<file path="config.mk">
export PLATFORM = sky130hd
export DESIGN_NAME = rat_rename
export DESIGN_NICKNAME = d
export VERILOG_FILES = /design/src/rtl/rat_rename.sv
export SDC_FILE = /design/constraint.sdc
export NUM_CORES = 1
export LEC_CHECK = 0
export BUFFER_PORTS_ARGS = -buffer_cell sky130_fd_sc_hd__buf_2
export CAP_MARGIN = 20
export CELL_PAD_IN_SITES_DETAIL_PLACEMENT = 1
export CELL_PAD_IN_SITES_GLOBAL_PLACEMENT = 1
export CORE_MARGIN = 1.5
export CORE_UTILIZATION = 37
export CTS_CLUSTER_DIAMETER = 40
export DETAILED_ROUTE_END_ITERATION = 10
export GPL_ROUTABILITY_DRIVEN = 0
export HOLD_SLACK_MARGIN = 0.08
export PLACE_DENSITY_LB_ADDON = 0.2
export SETUP_SLACK_MARGIN = 0.3
export SYNTH_ARGS = -nofsm -noshare
export SYNTH_HDL_FRONTEND = slang
export SYNTH_SLANG_ARGS = --single-unit
</file>
<file path="constraint.sdc">
create_clock -name clk -period 2.4 [get_ports clk]
set_input_delay 0.72 -clock clk [delete_from_list [all_inputs] [get_ports clk]]
set_output_delay 0.72 -clock clk [all_outputs]
set_load 0.005 [all_outputs]
</file>
<file path="src/rtl/rat_rename.sv">
module rat_rename #(
  parameter int NOPS      = 3,
  parameter int NREG      = 8,
  parameter int ROB_DEPTH = 40,
  localparam int AW = $clog2(NREG),
  localparam int PW = $clog2(ROB_DEPTH),
  localparam int SW = PW + 1
) (
  input  logic              clk,
  input  logic              rst_n,
  input  logic [NOPS-1:0]   in_valid,
  input  logic [NOPS*AW-1:0] in_src0,
  input  logic [NOPS*AW-1:0] in_src1,
  input  logic [NOPS*2-1:0] in_wide,
  input  logic [NOPS-1:0]   in_dst_valid,
  input  logic [NOPS*AW-1:0] in_dst,
  input  logic [NOPS-1:0]   in_dst_narrow,
  input  logic [NOPS*PW-1:0] in_dst_ptr,
  input  logic              ret_valid,
  input  logic [PW-1:0]     ret_ptr,
  input  logic              flush,
  input  logic              stall_in,
  output logic [NOPS-1:0]   out_valid,
  output logic [NOPS*SW-1:0] out_psrc0,
  output logic [NOPS*SW-1:0] out_psrc1,
  output logic              out_partial_stall
);

  logic [NREG-1:0] t_rrf;
  logic [NREG-1:0] t_narrow;
  logic [PW-1:0]   t_ptr [NREG];

  logic [NOPS*SW-1:0] nxt_ps0, nxt_ps1;
  logic               nxt_pstall;
  wire                quiet = flush | stall_in;

  always_comb begin
    nxt_ps0    = '0;
    nxt_ps1    = '0;
    nxt_pstall = 1'b0;
    for (int i = 0; i < NOPS; i++) begin
      for (int s = 0; s < 2; s++) begin
        logic [AW-1:0] lr;
        logic          rrf;
        logic [PW-1:0] p;
        logic          nar;
        logic [SW-1:0] ps;
        lr  = (s == 0) ? in_src0[i*AW +: AW] : in_src1[i*AW +: AW];
        rrf = t_rrf[lr];
        p   = t_ptr[lr];
        nar = t_narrow[lr] & ~t_rrf[lr];
        for (int j = 0; j < i; j++) begin
          if (in_valid[j] && in_dst_valid[j] && in_dst[j*AW +: AW] == lr) begin
            rrf = 1'b0;
            p   = in_dst_ptr[j*PW +: PW];
            nar = in_dst_narrow[j];
          end
        end
        ps = rrf ? {1'b1, {PW{1'b0}}} : {1'b0, p};
        if (s == 0) nxt_ps0[i*SW +: SW] = ps;
        else        nxt_ps1[i*SW +: SW] = ps;
        if (in_valid[i] && in_wide[i*2+s] && nar) nxt_pstall = 1'b1;
      end
    end
  end

  always_ff @(posedge clk) begin
    if (!rst_n) begin
      t_rrf    <= '1;
      t_narrow <= '0;
      for (int r = 0; r < NREG; r++) t_ptr[r] <= '0;
    end else if (flush) begin
      t_rrf    <= '1;
      t_narrow <= '0;
    end else begin
      if (ret_valid) begin
        for (int r = 0; r < NREG; r++) begin
          if (!t_rrf[r] && t_ptr[r] == ret_ptr) begin
            t_rrf[r]    <= 1'b1;
            t_narrow[r] <= 1'b0;
          end
        end
      end
      if (!stall_in) begin
        for (int i = 0; i < NOPS; i++) begin
          if (in_valid[i] && in_dst_valid[i]) begin
            t_rrf[in_dst[i*AW +: AW]]    <= 1'b0;
            t_ptr[in_dst[i*AW +: AW]]    <= in_dst_ptr[i*PW +: PW];
            t_narrow[in_dst[i*AW +: AW]] <= in_dst_narrow[i];
          end
        end
      end
    end
  end

  always_ff @(posedge clk) begin
    if (!rst_n) begin
      out_valid         <= '0;
      out_psrc0         <= '0;
      out_psrc1         <= '0;
      out_partial_stall <= 1'b0;
    end else begin
      out_valid         <= quiet ? '0 : in_valid;
      out_psrc0         <= nxt_ps0;
      out_psrc1         <= nxt_ps1;
      out_partial_stall <= quiet ? 1'b0 : nxt_pstall;
    end
  end

endmodule

</file>
==> run summary, run 1 <==
Fin crit period: 2.02 ns
Type of element capturing the critical path: flip-flop
Placement Rows: 56
Io pins: 117
Static leakage: 4.11 nW
Slowest-stage cell, CP: sky130_fd_sc_hd__edfxtp_1
Max FO, Critical Path: 7
Setup repair after global routing missed its margin: true
DIE AREA: 25,400 um2
Dominant cell by count in the synthesized netlist: sky130_fd_sc_hd__nor2_1
Top cell types by occurrence after synthesis: sky130_fd_sc_hd__nor2_1 (97), sky130_fd_sc_hd__mux4_2 (94), sky130_fd_sc_hd__nand2_1 (67), sky130_fd_sc_hd__dfxtp_1 (62)
Arrival time at the worst endpoint: 2.27 ns
Number of endpoints with negative hold slack in the final report: 0
Worst slew margin relative to its limit: 0.682
Final worst clock skew: 0.00977 ns
All-Layer GR Usage: 0.295
Setup TNS Final: 0 ns
Hold crit path type: flip-flop to flip-flop
Routed length per instance: 26.7 um
Pwr per Cell Area: 455 nW/um2
Clock root cell: sky130_fd_sc_hd__clkbuf_16
CTS clock-pin slew for the worst setup and hold paths: 0.08 ns
Average vias per placed instance: 6.22
Residual DRC: 0
Synth area leader: sky130_fd_sc_hd__mux4_2
Antenna violations before repair: 0
Fraction of registers with async set/reset: 0
Wire length of the first global-routing pass: 56,400 um
Pin count of the biggest net entering global routing: 23
Critical path, cell by cell: xnor2_1 -> nand4_1 -> o41ai_2 -> buf_4 -> mux2i_1 -> mux2i_1 -> o221ai_1
Biggest cell delay along the critical path: 0.54 ns
Setup WS pre-CTS: -0.109 ns
HPWL after detailed placement: 28,700 um
Warnings, synthesis: 0
Worst path required time: 2.65 ns
Routed Wire Length: 36,700 um
Cell total after placement: 1,360
Clock Latency Late Sink: 0.38 ns
Top cells by area in the synthesized netlist: sky130_fd_sc_hd__mux4_2 (23%), sky130_fd_sc_hd__edfxtp_1 (16%), sky130_fd_sc_hd__dfxtp_1 (14%)
Count of distinct cell types in the synthesized netlist: 64
Share of synthesized area occupied by flip-flops and latches: 0.297
Post-synth EDFFs: 48
Synthesis-stage register bit count: 110
Most used cell along the critical path: sky130_fd_sc_hd__mux2i_1
Total number of vias: 8,566
CP Class: flip-flop to flip-flop
Crit path max-delay family: flip-flops
Quantity of I/O buffers inserted on ports: 116
Combined buffer and inverter count along the critical path: 1
Area overhead of the layout relative to synthesis: 23.1%
Max capacitance violation total: 0
Number of nets still failing antenna checks after routing: 0
Number of design-rule violations left by the first detailed-router iteration: 807
Run status: complete, no violations
Final number of max-transition violations: 0
Final antenna diode count: 0
Top-area cell type share of the netlist area: 0.234
Total clock buffers created by CTS: 9
Die Span X: 159 um
Grt total ovfl: 0
CTS tree: yes
CTS H-Tree Depth: 3
Number of clock sinks: 110
Startpoint type of the worst setup path: flip-flop
Standard cell core area: 23,700 um2
Avg Cell Area, Syn: 10.1 um2
Cells after synthesis: 890
Final instance count without filler cells: 1,378
Total standard cell area after synthesis: 9030 um2
Fin crit share: 0.842
Net Count, Synth: 961
Count of hold-fix buffers inserted at cts: 0
DIE HEIGHT: 159 um
Share of the core filled with cells: 0.469
Peak supply drop: 443 uV
Transition at the pin with the smallest max-transition slack: 0.473 ns
Via count of the first global-routing pass: 8,841
Dominant register cell in the synthesized netlist: sky130_fd_sc_hd__dfxtp_1
Count of final setup violators: 0
Post-route worst hold slack: 0.702 ns
Highest clock frequency the design can meet: 495 MHz
Layout Nets: 1,125
Clock Tree Buf Depth: 2
Worst-case setup margin in the final layout: 0.378 ns
Starting density of the core: 0.381
Fraction of final layout cells with drive strength greater than 1: 0.375
First drt pass iteration count: 5
cell usage in the layout, fill, tap and decap left out, types with 11 or more instances in the layout:
cell                       synthesis  final
sky130_fd_sc_hd__mux2i_1          46     46
sky130_fd_sc_hd__buf_4             6    119
sky130_fd_sc_hd__mux4_2           94     94
sky130_fd_sc_hd__buf_2            33    116
sky130_fd_sc_hd__nor2_1           97     94
sky130_fd_sc_hd__dfxtp_1          62     62
sky130_fd_sc_hd__a22oi_1          48     48
sky130_fd_sc_hd__nand2_1          67     65
sky130_fd_sc_hd__a211oi_1         27     27
sky130_fd_sc_hd__and2_1           13     13
sky130_fd_sc_hd__edfxtp_1         48     48
sky130_fd_sc_hd__xnor2_1          39     38
sky130_fd_sc_hd__nor3_1           16     13
sky130_fd_sc_hd__xor2_1           27     26
sky130_fd_sc_hd__o21ai_0          46     39
sky130_fd_sc_hd__a21oi_1          35     35
sky130_fd_sc_hd__nand4_1          11     11
sequential cells by signal, indices dropped and copies added, names as in the netlist:
register	cells
t_ptr	48
out_psrc0	21
out_psrc1	21
t_narrow	8
t_rrf	8
out_valid	3
out_partial_stall	1
logic make-up (layout without fill, tap and decap cells):
logic type | count (synthesis) | in the layout | share of synthesized area
AO/OA/AOI/OAI | 199 | 199 | 0.146
buffers and inverters | 101 | 270 | 0.0504
flip-flops | 110 | 110 | 0.297
XOR/XNOR | 66 | 66 | 0.0640
AND/OR/NAND/NOR | 271 | 271 | 0.154
multiplexers | 143 | 143 | 0.289
per-stage QoR:
| stage | instance area (um2) | total power, mW |
|---|---|---|
| after floorplan | 9230 | 2.91 |
| after global placement | 10700 | 3.34 |
| after detailed placement | 10700 | 3.37 |
| after CTS | 11100 | 5.04 |
| after global routing | 11100 | 5.22 |
| final | 11100 | 5.05 |
final cells by class:
class                           count  area [um2]
Clock buffer                        9         225
Multi-Input combinational cell    679        6020
Timing Repair Buffer              244        1650
Clock inverter                      7        95.1
Fill cell                        2708       12600
Inverter                           10        37.5
Sequential cell                   110        2680
Tap cell                          319         399
worst reg2reg max path, delay by kind of cell (launching register included):
kind / cells / cell delay [ns]
flip-flops: 1 / 0.54
AND/OR/NAND/NOR: 1 / 0.18
AO/OA/AOI/OAI: 2 / 0.45
buffers and inverters: 1 / 0.20
multiplexers: 2 / 0.20
XOR/XNOR: 1 / 0.31
per-layer routing:
metal | vias to the layer above | GRT usage | part of all wire
li1 | 3734 | - | -
met1 | 4340 | 0.403 | 0.42
met2 | 411 | 0.478 | 0.47
met3 | 81 | 0.0453 | 0.076
met4 | 0 | 0.102 | 0.032
met5 | - | 0 | 0
worst paths after layout:
kind                                   from  slack, ns           to  cells past startpoint
worst max-delay path            t_ptr[4][3]       0.38  t_narrow[4]                      7
worst min-delay path            t_narrow[7]       0.70  t_narrow[7]                      3
worst max register to register  t_ptr[4][3]       0.38  t_narrow[4]                      7
worst min register to register  t_narrow[7]       0.70  t_narrow[7]                      3
timing repair:
| action | in CTS | in global routing |
|---|---|---|
| gates resized for setup | 3 | 13 |
| buffers inserted | 0 | 2 |
| pin swaps | 0 | 1 |
| gates cloned | 0 | 0 |
| endpoints found under the setup margin | 3 | 24 |
where the power goes:
part | total (mW) | switching [mW] | internal, mW | leakage (nW)
combinational | 1.18 | 0.613 | 0.568 | 2.99
clock | 1.69 | 0.843 | 0.846 | 0.157
sequential | 2.19 | 0.160 | 2.03 | 0.960
total | 5.05 | 1.62 | 3.44 | 4.11
Power figures use the tool's default switching activity.
==> run 2, diff against run 1 <==
- clock period: 2.4 -> 1.9 ns (I/O delays scaled with it)
==> run 2 against run 1 <==
Compared with the run above:
- count of clock-buffer cells in the layout did not move
- hold slack got worse by 0.13 ns
- core utilization rose by 16 points
- clock skew rose by 0.010 ns
- critical path type unchanged
- cell count increased by 15%
- routed wire length grew 48%
- register-to-register slack worse by 0.80 ns
- worst setup slack lost 0.80 ns
- the run now ends with negative setup slack left
- combinational power rose by 110%
- cell area increased by 33%
- total power grew 45%
==> run summary, run 2 (synthesis gave the netlist of run 1 again) <==
Crit path launch: t_ptr[2][1] (was t_ptr[4][3])
Fraction of final layout cells with drive strength greater than 1: 0.667 (was 0.375)
Number of clock sinks: 110 (unchanged)
CTS clock-pin slew for the worst setup and hold paths: 0.10 ns (was 0.08 ns)
Number of endpoints with negative hold slack in the final report: 0 (unchanged)
Post-route standard cell area excluding fillers: 14,800 um2 (was 11,100 um2)
Slowest-stage cell, CP: sky130_fd_sc_hd__edfxtp_1 (unchanged)
Slack of the worst reg-to-reg path: -0.42 ns (was 0.38 ns)
Count of final setup violators: 19 (was 0)
Top library cells by usage in the layout, fill and taps aside: sky130_fd_sc_hd__buf_4 (221), sky130_fd_sc_hd__buf_2 (105), sky130_fd_sc_hd__mux4_2 (94), sky130_fd_sc_hd__buf_6 (77), sky130_fd_sc_hd__nor2_1 (64) (was sky130_fd_sc_hd__buf_4 (119), sky130_fd_sc_hd__buf_2 (116), sky130_fd_sc_hd__nor2_1 (94), sky130_fd_sc_hd__mux4_2 (94), sky130_fd_sc_hd__nand2_1 (65))
Number of nets still failing antenna checks after routing: 0 (unchanged)
Placement Rows: 56 (unchanged)
Quantity of I/O buffers inserted on ports: 116 (unchanged)
Worst setup path endpoint: t_narrow[2] (was t_narrow[4])
Total number of vias: 10,845 (was 8,566)
Setup repair after global routing missed its margin: true (unchanged)
DIE AREA: 25,400 um2 (unchanged)
Startpoint type of the worst setup path: flip-flop (unchanged)
Worst slew margin relative to its limit: 0.601 (was 0.682)
Fraction of met1 tracks used by global routing: 0.435 (was 0.403)
Type of element capturing the critical path: flip-flop (unchanged)
Starting density of the core: 0.381 (unchanged)
Worst reg2reg path startpoint: t_ptr[2][1] (was t_ptr[4][3])
Standard cell core area: 23,700 um2 (unchanged)
Setup WS pre-CTS: -0.454 ns (was -0.109 ns)
Layout Nets: 1,324 (was 1,125)
Max capacitance violation total: 0 (unchanged)
Run status: finished, violations left (was complete, no violations)
GR Layer Usage met2: 0.585 (was 0.478)
Total clock buffers created by CTS: 9 (unchanged)
Most common cell after layout, fill and taps aside: sky130_fd_sc_hd__buf_4 (unchanged)
Final instance count without filler cells: 1,578 (was 1,378)
Final worst clock skew: 0.0203 ns (was 0.00977 ns)
Average vias per placed instance: 6.87 (was 6.22)
Critical path, cell by cell: xnor2_2 -> nand4_1 -> nor4_4 -> buf_4 -> inv_4 -> o221ai_4 -> a21oi_4 (was xnor2_1 -> nand4_1 -> o41ai_2 -> buf_4 -> mux2i_1 -> mux2i_1 -> o221ai_1)
First drt pass iteration count: 5 (unchanged)
Hold crit path type: input port to flip-flop (was flip-flop to flip-flop)
Share of the core filled with cells: 0.625 (was 0.469)
Static leakage: 5.61 nW (was 4.11 nW)
Pwr per Cell Area: 495 nW/um2 (was 455 nW/um2)
Clock root cell: sky130_fd_sc_hd__clkbuf_16 (unchanged)
Cell area after placement: 11,600 um2 (was 10,700 um2)
CP Depth: 7 (unchanged)
Fin crit share: 1.22 (was 0.842)
Pin count of the biggest net entering global routing: 23 (unchanged)
CTS H-Tree Depth: 3 (unchanged)
Io pins: 117 (unchanged)
Max FO, Critical Path: 2 (was 7)
Violations in the final reports: negative setup slack
Cell total after placement: 1,442 (was 1,360)
Worst-case setup margin in the final layout: -0.421 ns (was 0.378 ns)
Routed length per instance: 34.3 um (was 26.7 um)
Highest clock frequency the design can meet: 431 MHz (was 495 MHz)
RR Endpoint: t_narrow[2] (was t_narrow[4])
Fin crit period: 2.32 ns (was 2.02 ns)
Routed Wire Length: 54,200 um (was 36,700 um)
Final number of max-transition violations: 0 (unchanged)
DIE HEIGHT: 159 um (unchanged)
Count of cells along the worst register-to-register path: 7 (unchanged)
Antenna violations before repair: 2 (was 0)
All-Layer GR Usage: 0.347 (was 0.295)
Grt total ovfl: 0 (unchanged)
Biggest cell delay along the critical path: 0.51 ns (was 0.54 ns)
Transition at the pin with the smallest max-transition slack: 0.597 ns (was 0.473 ns)
Area overhead of the layout relative to synthesis: 63.8% (was 23.1%)
Crit path max-delay family: simple AND/OR/NAND/NOR gates (was flip-flops)
Die Span X: 159 um (unchanged)
Combined buffer and inverter count along the critical path: 2 (was 1)
CP Class: flip-flop to flip-flop (unchanged)
Biggest regs: t_ptr x48, out_psrc0 x21, out_psrc1 x21 (unchanged)
HPWL after detailed placement: 29,800 um (was 28,700 um)
Peak supply drop: 379 uV (was 443 uV)
Clock Latency Late Sink: 0.39 ns (was 0.38 ns)
Count of hold-fix buffers inserted at cts: 0 (unchanged)
Register name with the most flops: t_ptr (unchanged)
Wire length of the first global-routing pass: 65,900 um (was 56,400 um)
Most heavily used metal layer in global routing: met2 (unchanged)
Flip-flop count of the largest register after layout: 48 (unchanged)
Residual DRC: 0 (unchanged)
Met3 usage in global routing: 0.0495 (was 0.0453)
Clock Tree Buf Depth: 2 (unchanged)
Arrival time at the worst endpoint: 2.60 ns (was 2.27 ns)
Worst path required time: 2.18 ns (was 2.65 ns)
Via count of the first global-routing pass: 10,491 (was 8,841)
CTS tree: yes (unchanged)
Number of design-rule violations left by the first detailed-router iteration: 1,392 (was 807)
## run 2: worst min-delay path by stage
stage / from / endpoint / slack (ns) / cells past startpoint
global placement: t_narrow[1] / t_narrow[1] / 0.68 / 3
global route: in_wide[5] / out_partial_stall / 0.59 / 3
finish: in_wide[5] / out_partial_stall / 0.57 / 3
floorplan: t_narrow[6] / t_narrow[6] / 0.50 / 2
detailed placement: t_narrow[1] / t_narrow[1] / 0.69 / 3
CTS: in_wide[5] / out_partial_stall / 0.49 / 3
## run 2: what timing repair did
item / 4_1_cts / 5_1_grt
gates cloned: 6 / 3
setup buffers: 74 / 36
endpoints found under the setup margin: 148 / 143
resized for setup: 250 / 208
pin swaps: 98 / 93
## run 2: stage by stage
step | power (mW) | hold WS [ns] | setup TNS, ns
after floorplan | 3.74 | 0.501 | -7.36
after global placement | 4.36 | 0.684 | -29.88
after detailed placement | 4.41 | 0.686 | -34.80
after CTS | 6.67 | 0.495 | 0
after global routing | 7.44 | 0.593 | -2.07
final | 7.32 | 0.571 | -1.83
## run 2: metal layers
| layer | share of wire | up-vias |
|---|---|---|
| met1 | 0.34 | 5336 |
| met3 | 0.12 | 347 |
| met2 | 0.46 | 1023 |
| met5 | 0.00022 | - |
| met4 | 0.084 | 2 |
| li1 | - | 4137 |
## run 2: final cells by class
class                           instances  area [um2]
Fill cell                            2450        8890
Tap cell                              319         399
Inverter                               10        40.0
Sequential cell                       110        2700
Clock inverter                          7        78.8
Clock buffer                            9         225
Timing Repair Buffer                  442        3820
Multi-Input combinational cell        680        7520
Antenna cell                            1        2.50
## run 2: worst register-to-register path: cells and delay by family (launching register included)
family / cells / cell delay, ns
AOI/OAI and AO/OA: 2 / 0.31
xor gates and xnor gates: 1 / 0.39
buffers and inverters: 2 / 0.27
DFF: 1 / 0.51
and+or+nand+nor: 2 / 0.73
## run 2: where the power goes
part           leakage, nW  switching (mW)  internal, mW
registers            0.958           0.153          2.55
clock network        0.150            1.14         0.948
logic                 4.50            1.34          1.18
total                 5.61            2.63          4.68
==> run 3, diff against run 2 <==
==> constraint.sdc (replaced) <==
create_clock -name clk -period 1.9 [get_ports clk]
set_input_delay 0.38 -clock clk [delete_from_list [all_inputs] [get_ports clk]]
set_output_delay 0.38 -clock clk [all_outputs]
set_load 0.005 [all_outputs]
==> run 3 against run 2 <==
Compared with the run above:
- the run still ends with negative setup slack left
- cell area decreased by 13%
- first-iteration DRC count decreased by 38%
- sequential cell count unchanged
- clock skew decreased by 0.0028 ns
- via count decreased by 12%
- total power decreased by 6.6%
- register-to-register slack improved by 0.30 ns
- count of clock-buffer cells in the layout increased by 1
- critical path type unchanged
- largest cell class unchanged
- largest power group unchanged
- highest routed layer is now met4
==> run summary, run 3 (synthesis gave the netlist of run 1 again) <==
Total number of vias: 9,564 (was 10,845)
Most common cell after layout, fill and taps aside: sky130_fd_sc_hd__buf_4 (unchanged)
Cell area after placement: 11,300 um2 (was 11,600 um2)
First drt pass iteration count: 5 (unchanged)
Average vias per placed instance: 6.37 (was 6.87)
Clock Latency Late Sink: 0.37 ns (was 0.39 ns)
Worst-case setup margin in the final layout: -0.116 ns (was -0.421 ns)
Placement Rows: 56 (unchanged)
CTS H-Tree Depth: 3 (unchanged)
Fin crit period: 2.02 ns (was 2.32 ns)
Violations in the final reports: negative setup slack (unchanged)
Area overhead of the layout relative to synthesis: 41.7% (was 63.8%)
Count of final setup violators: 3 (was 19)
Cell total after placement: 1,414 (was 1,442)
Antenna violations before repair: 1 (was 2)
Max capacitance violation total: 0 (unchanged)
Number of nets still failing antenna checks after routing: 0 (unchanged)
Number of design-rule violations left by the first detailed-router iteration: 857 (was 1,392)
Total clock buffers created by CTS: 9 (unchanged)
Fraction of final layout cells with drive strength greater than 1: 0.516 (was 0.667)
Standard cell core area: 23,700 um2 (unchanged)
Run status: finished, violations left (unchanged)
Startpoint type of the worst setup path: flip-flop (unchanged)
Type of element capturing the critical path: flip-flop (unchanged)
CTS tree: yes (unchanged)
Biggest regs: t_ptr x48, out_psrc0 x21, out_psrc1 x21 (unchanged)
Area occupied by registers: 2710 um2 (was 2700 um2)
Final worst clock skew: 0.0175 ns (was 0.0203 ns)
HPWL after detailed placement: 29,600 um (was 29,800 um)
Highest clock frequency the design can meet: 496 MHz (was 431 MHz)
Grt total ovfl: 0 (unchanged)
DIE AREA: 25,400 um2 (unchanged)
Pin count of the biggest net entering global routing: 23 (unchanged)
Quantity of I/O buffers inserted on ports: 116 (unchanged)
Transition at the pin with the smallest max-transition slack: 0.606 ns (was 0.597 ns)
Post-route standard cell area excluding fillers: 12,800 um2 (was 14,800 um2)
Wire length of the first global-routing pass: 61,200 um (was 65,900 um)
Io pins: 117 (unchanged)
Worst path required time: 2.17 ns (was 2.18 ns)
Worst slew margin relative to its limit: 0.593 (was 0.601)
Max FO, Critical Path: 2 (unchanged)
Final number of max-transition violations: 0 (unchanged)
Register name with the most flops: t_ptr (unchanged)
All-Layer GR Usage: 0.323 (was 0.347)
Number of filler cells placed in the layout: 2,643 (was 2,450)
Flip-flop count of the largest register after layout: 48 (unchanged)
Arrival time at the worst endpoint: 2.28 ns (was 2.60 ns)
Setup WS pre-CTS: -0.166 ns (was -0.454 ns)
Count of hold-fix buffers inserted at cts: 0 (unchanged)
Hold crit path type: input port to flip-flop (unchanged)
Via count of the first global-routing pass: 9,747 (was 10,491)
DIE HEIGHT: 159 um (unchanged)
Static leakage: 4.87 nW (was 5.61 nW)
Final instance count without filler cells: 1,502 (was 1,578)
CTS clock-pin slew for the worst setup and hold paths: 0.09 ns (was 0.10 ns)
Peak supply drop: 434 uV (was 379 uV)
Pwr per Cell Area: 534 nW/um2 (was 495 nW/um2)
Routed Wire Length: 42,600 um (was 54,200 um)
Residual DRC: 0 (unchanged)
Fin crit share: 1.06 (was 1.22)
Number of endpoints with negative hold slack in the final report: 0 (unchanged)
Clock Tree Buf Depth: 2 (unchanged)
Die Span X: 159 um (unchanged)
Top library cells by usage in the layout, fill and taps aside: sky130_fd_sc_hd__buf_4 (202), sky130_fd_sc_hd__buf_2 (111), sky130_fd_sc_hd__mux4_2 (94), sky130_fd_sc_hd__nor2_1 (88), sky130_fd_sc_hd__nand2_1 (58) (was sky130_fd_sc_hd__buf_4 (221), sky130_fd_sc_hd__buf_2 (105), sky130_fd_sc_hd__mux4_2 (94), sky130_fd_sc_hd__buf_6 (77), sky130_fd_sc_hd__nor2_1 (64))
Routed length per instance: 28.3 um (was 34.3 um)
Layout Nets: 1,248 (was 1,324)
Number of clock sinks: 110 (unchanged)
Starting density of the core: 0.381 (unchanged)
CP Class: flip-flop to flip-flop (unchanged)
Multi-input gate area in the final layout: 6580 um2 (was 7520 um2)
Setup repair after global routing missed its margin: true (unchanged)
Total power draw: 6.83 mW (was 7.32 mW)
Clock root cell: sky130_fd_sc_hd__clkbuf_16 (unchanged)
-- run 3: cell count changes in the layout (fill, tap and decap cells not counted), moves of 17 or more --
cell / before / now
sky130_fd_sc_hd__buf_12: 29 / 11
sky130_fd_sc_hd__nor2_1: 64 / 88
sky130_fd_sc_hd__buf_4: 221 / 202
sky130_fd_sc_hd__buf_6: 77 / 39
sky130_fd_sc_hd__o21ai_2: 17 / 0
sky130_fd_sc_hd__a22oi_2: 48 / 2
sky130_fd_sc_hd__a22oi_1: 0 / 46
sky130_fd_sc_hd__o21ai_0: 2 / 29
-- run 3: path summary, 6_finish.rpt --
kind                                   from           endpoint  slack (ns)  depth (start not counted)
worst max-delay path            t_ptr[3][1]        t_narrow[3]       -0.12                          8
worst min-delay path             in_wide[5]  out_partial_stall        0.33                          3
worst max register to register  t_ptr[3][1]        t_narrow[3]       -0.12                          8
worst min register to register     t_rrf[2]           t_rrf[2]        0.68                          2
-- run 3: repair_timing --
| action | CTS | global route |
|---|---|---|
| setup buffers | 51 | 20 |
| gates resized for setup | 81 | 81 |
| setup endpoints to repair | 98 | 123 |
| pin swaps | 30 | 44 |
-- run 3: worst max-delay path, cell delays in order (launching register included) --
cell,delay (ns)
sky130_fd_sc_hd__edfxtp_1,0.49
sky130_fd_sc_hd__buf_4,0.19
sky130_fd_sc_hd__xnor2_2,0.14
sky130_fd_sc_hd__nand4_1,0.14
sky130_fd_sc_hd__nor4_2,0.44
sky130_fd_sc_hd__buf_4,0.19
sky130_fd_sc_hd__nand2b_1,0.09
sky130_fd_sc_hd__a31oi_1,0.16
sky130_fd_sc_hd__nor2_1,0.08
-- run 3: through the flow --
step / utilization / hold WS, ns / TNS [ns]
floorplan: - / 0.501 / -0.0301
global placement: 0.476 / 0.682 / -4.21
detailed placement: 0.476 / 0.698 / -9.30
CTS: 0.519 / 0.323 / 0
global route: 0.540 / 0.333 / -0.287
finish: 0.540 / 0.329 / -0.209
-- run 3: final cells by class --
cell class / instances / area share
antenna: 1 / 0.000196
clock buffer: 10 / 0.0179
clock inverter: 6 / 0.00616
inverter: 10 / 0.00293
multi-input combinational: 679 / 0.514
sequential: 110 / 0.211
tap: 319 / 0.0312
timing repair buffer: 367 / 0.216
-- run 3: layer usage --
| metal | share of wire | wire, um | GRT usage |
|---|---|---|---|
| met1 | 0.38 | 16400 | 0.408 |
| met2 | 0.48 | 20400 | 0.534 |
| met3 | 0.083 | 3550 | 0.0544 |
| met4 | 0.053 | 2280 | 0.160 |
| met5 | 0 | 0 | 0 |
-- run 3: power breakdown --
part           internal (mW)  switching, mW  leakage, nW
sequential              2.55          0.136        0.959
clock                   1.06           1.06        0.152
combinational          0.960           1.07         3.76
total                   4.57           2.26         4.87
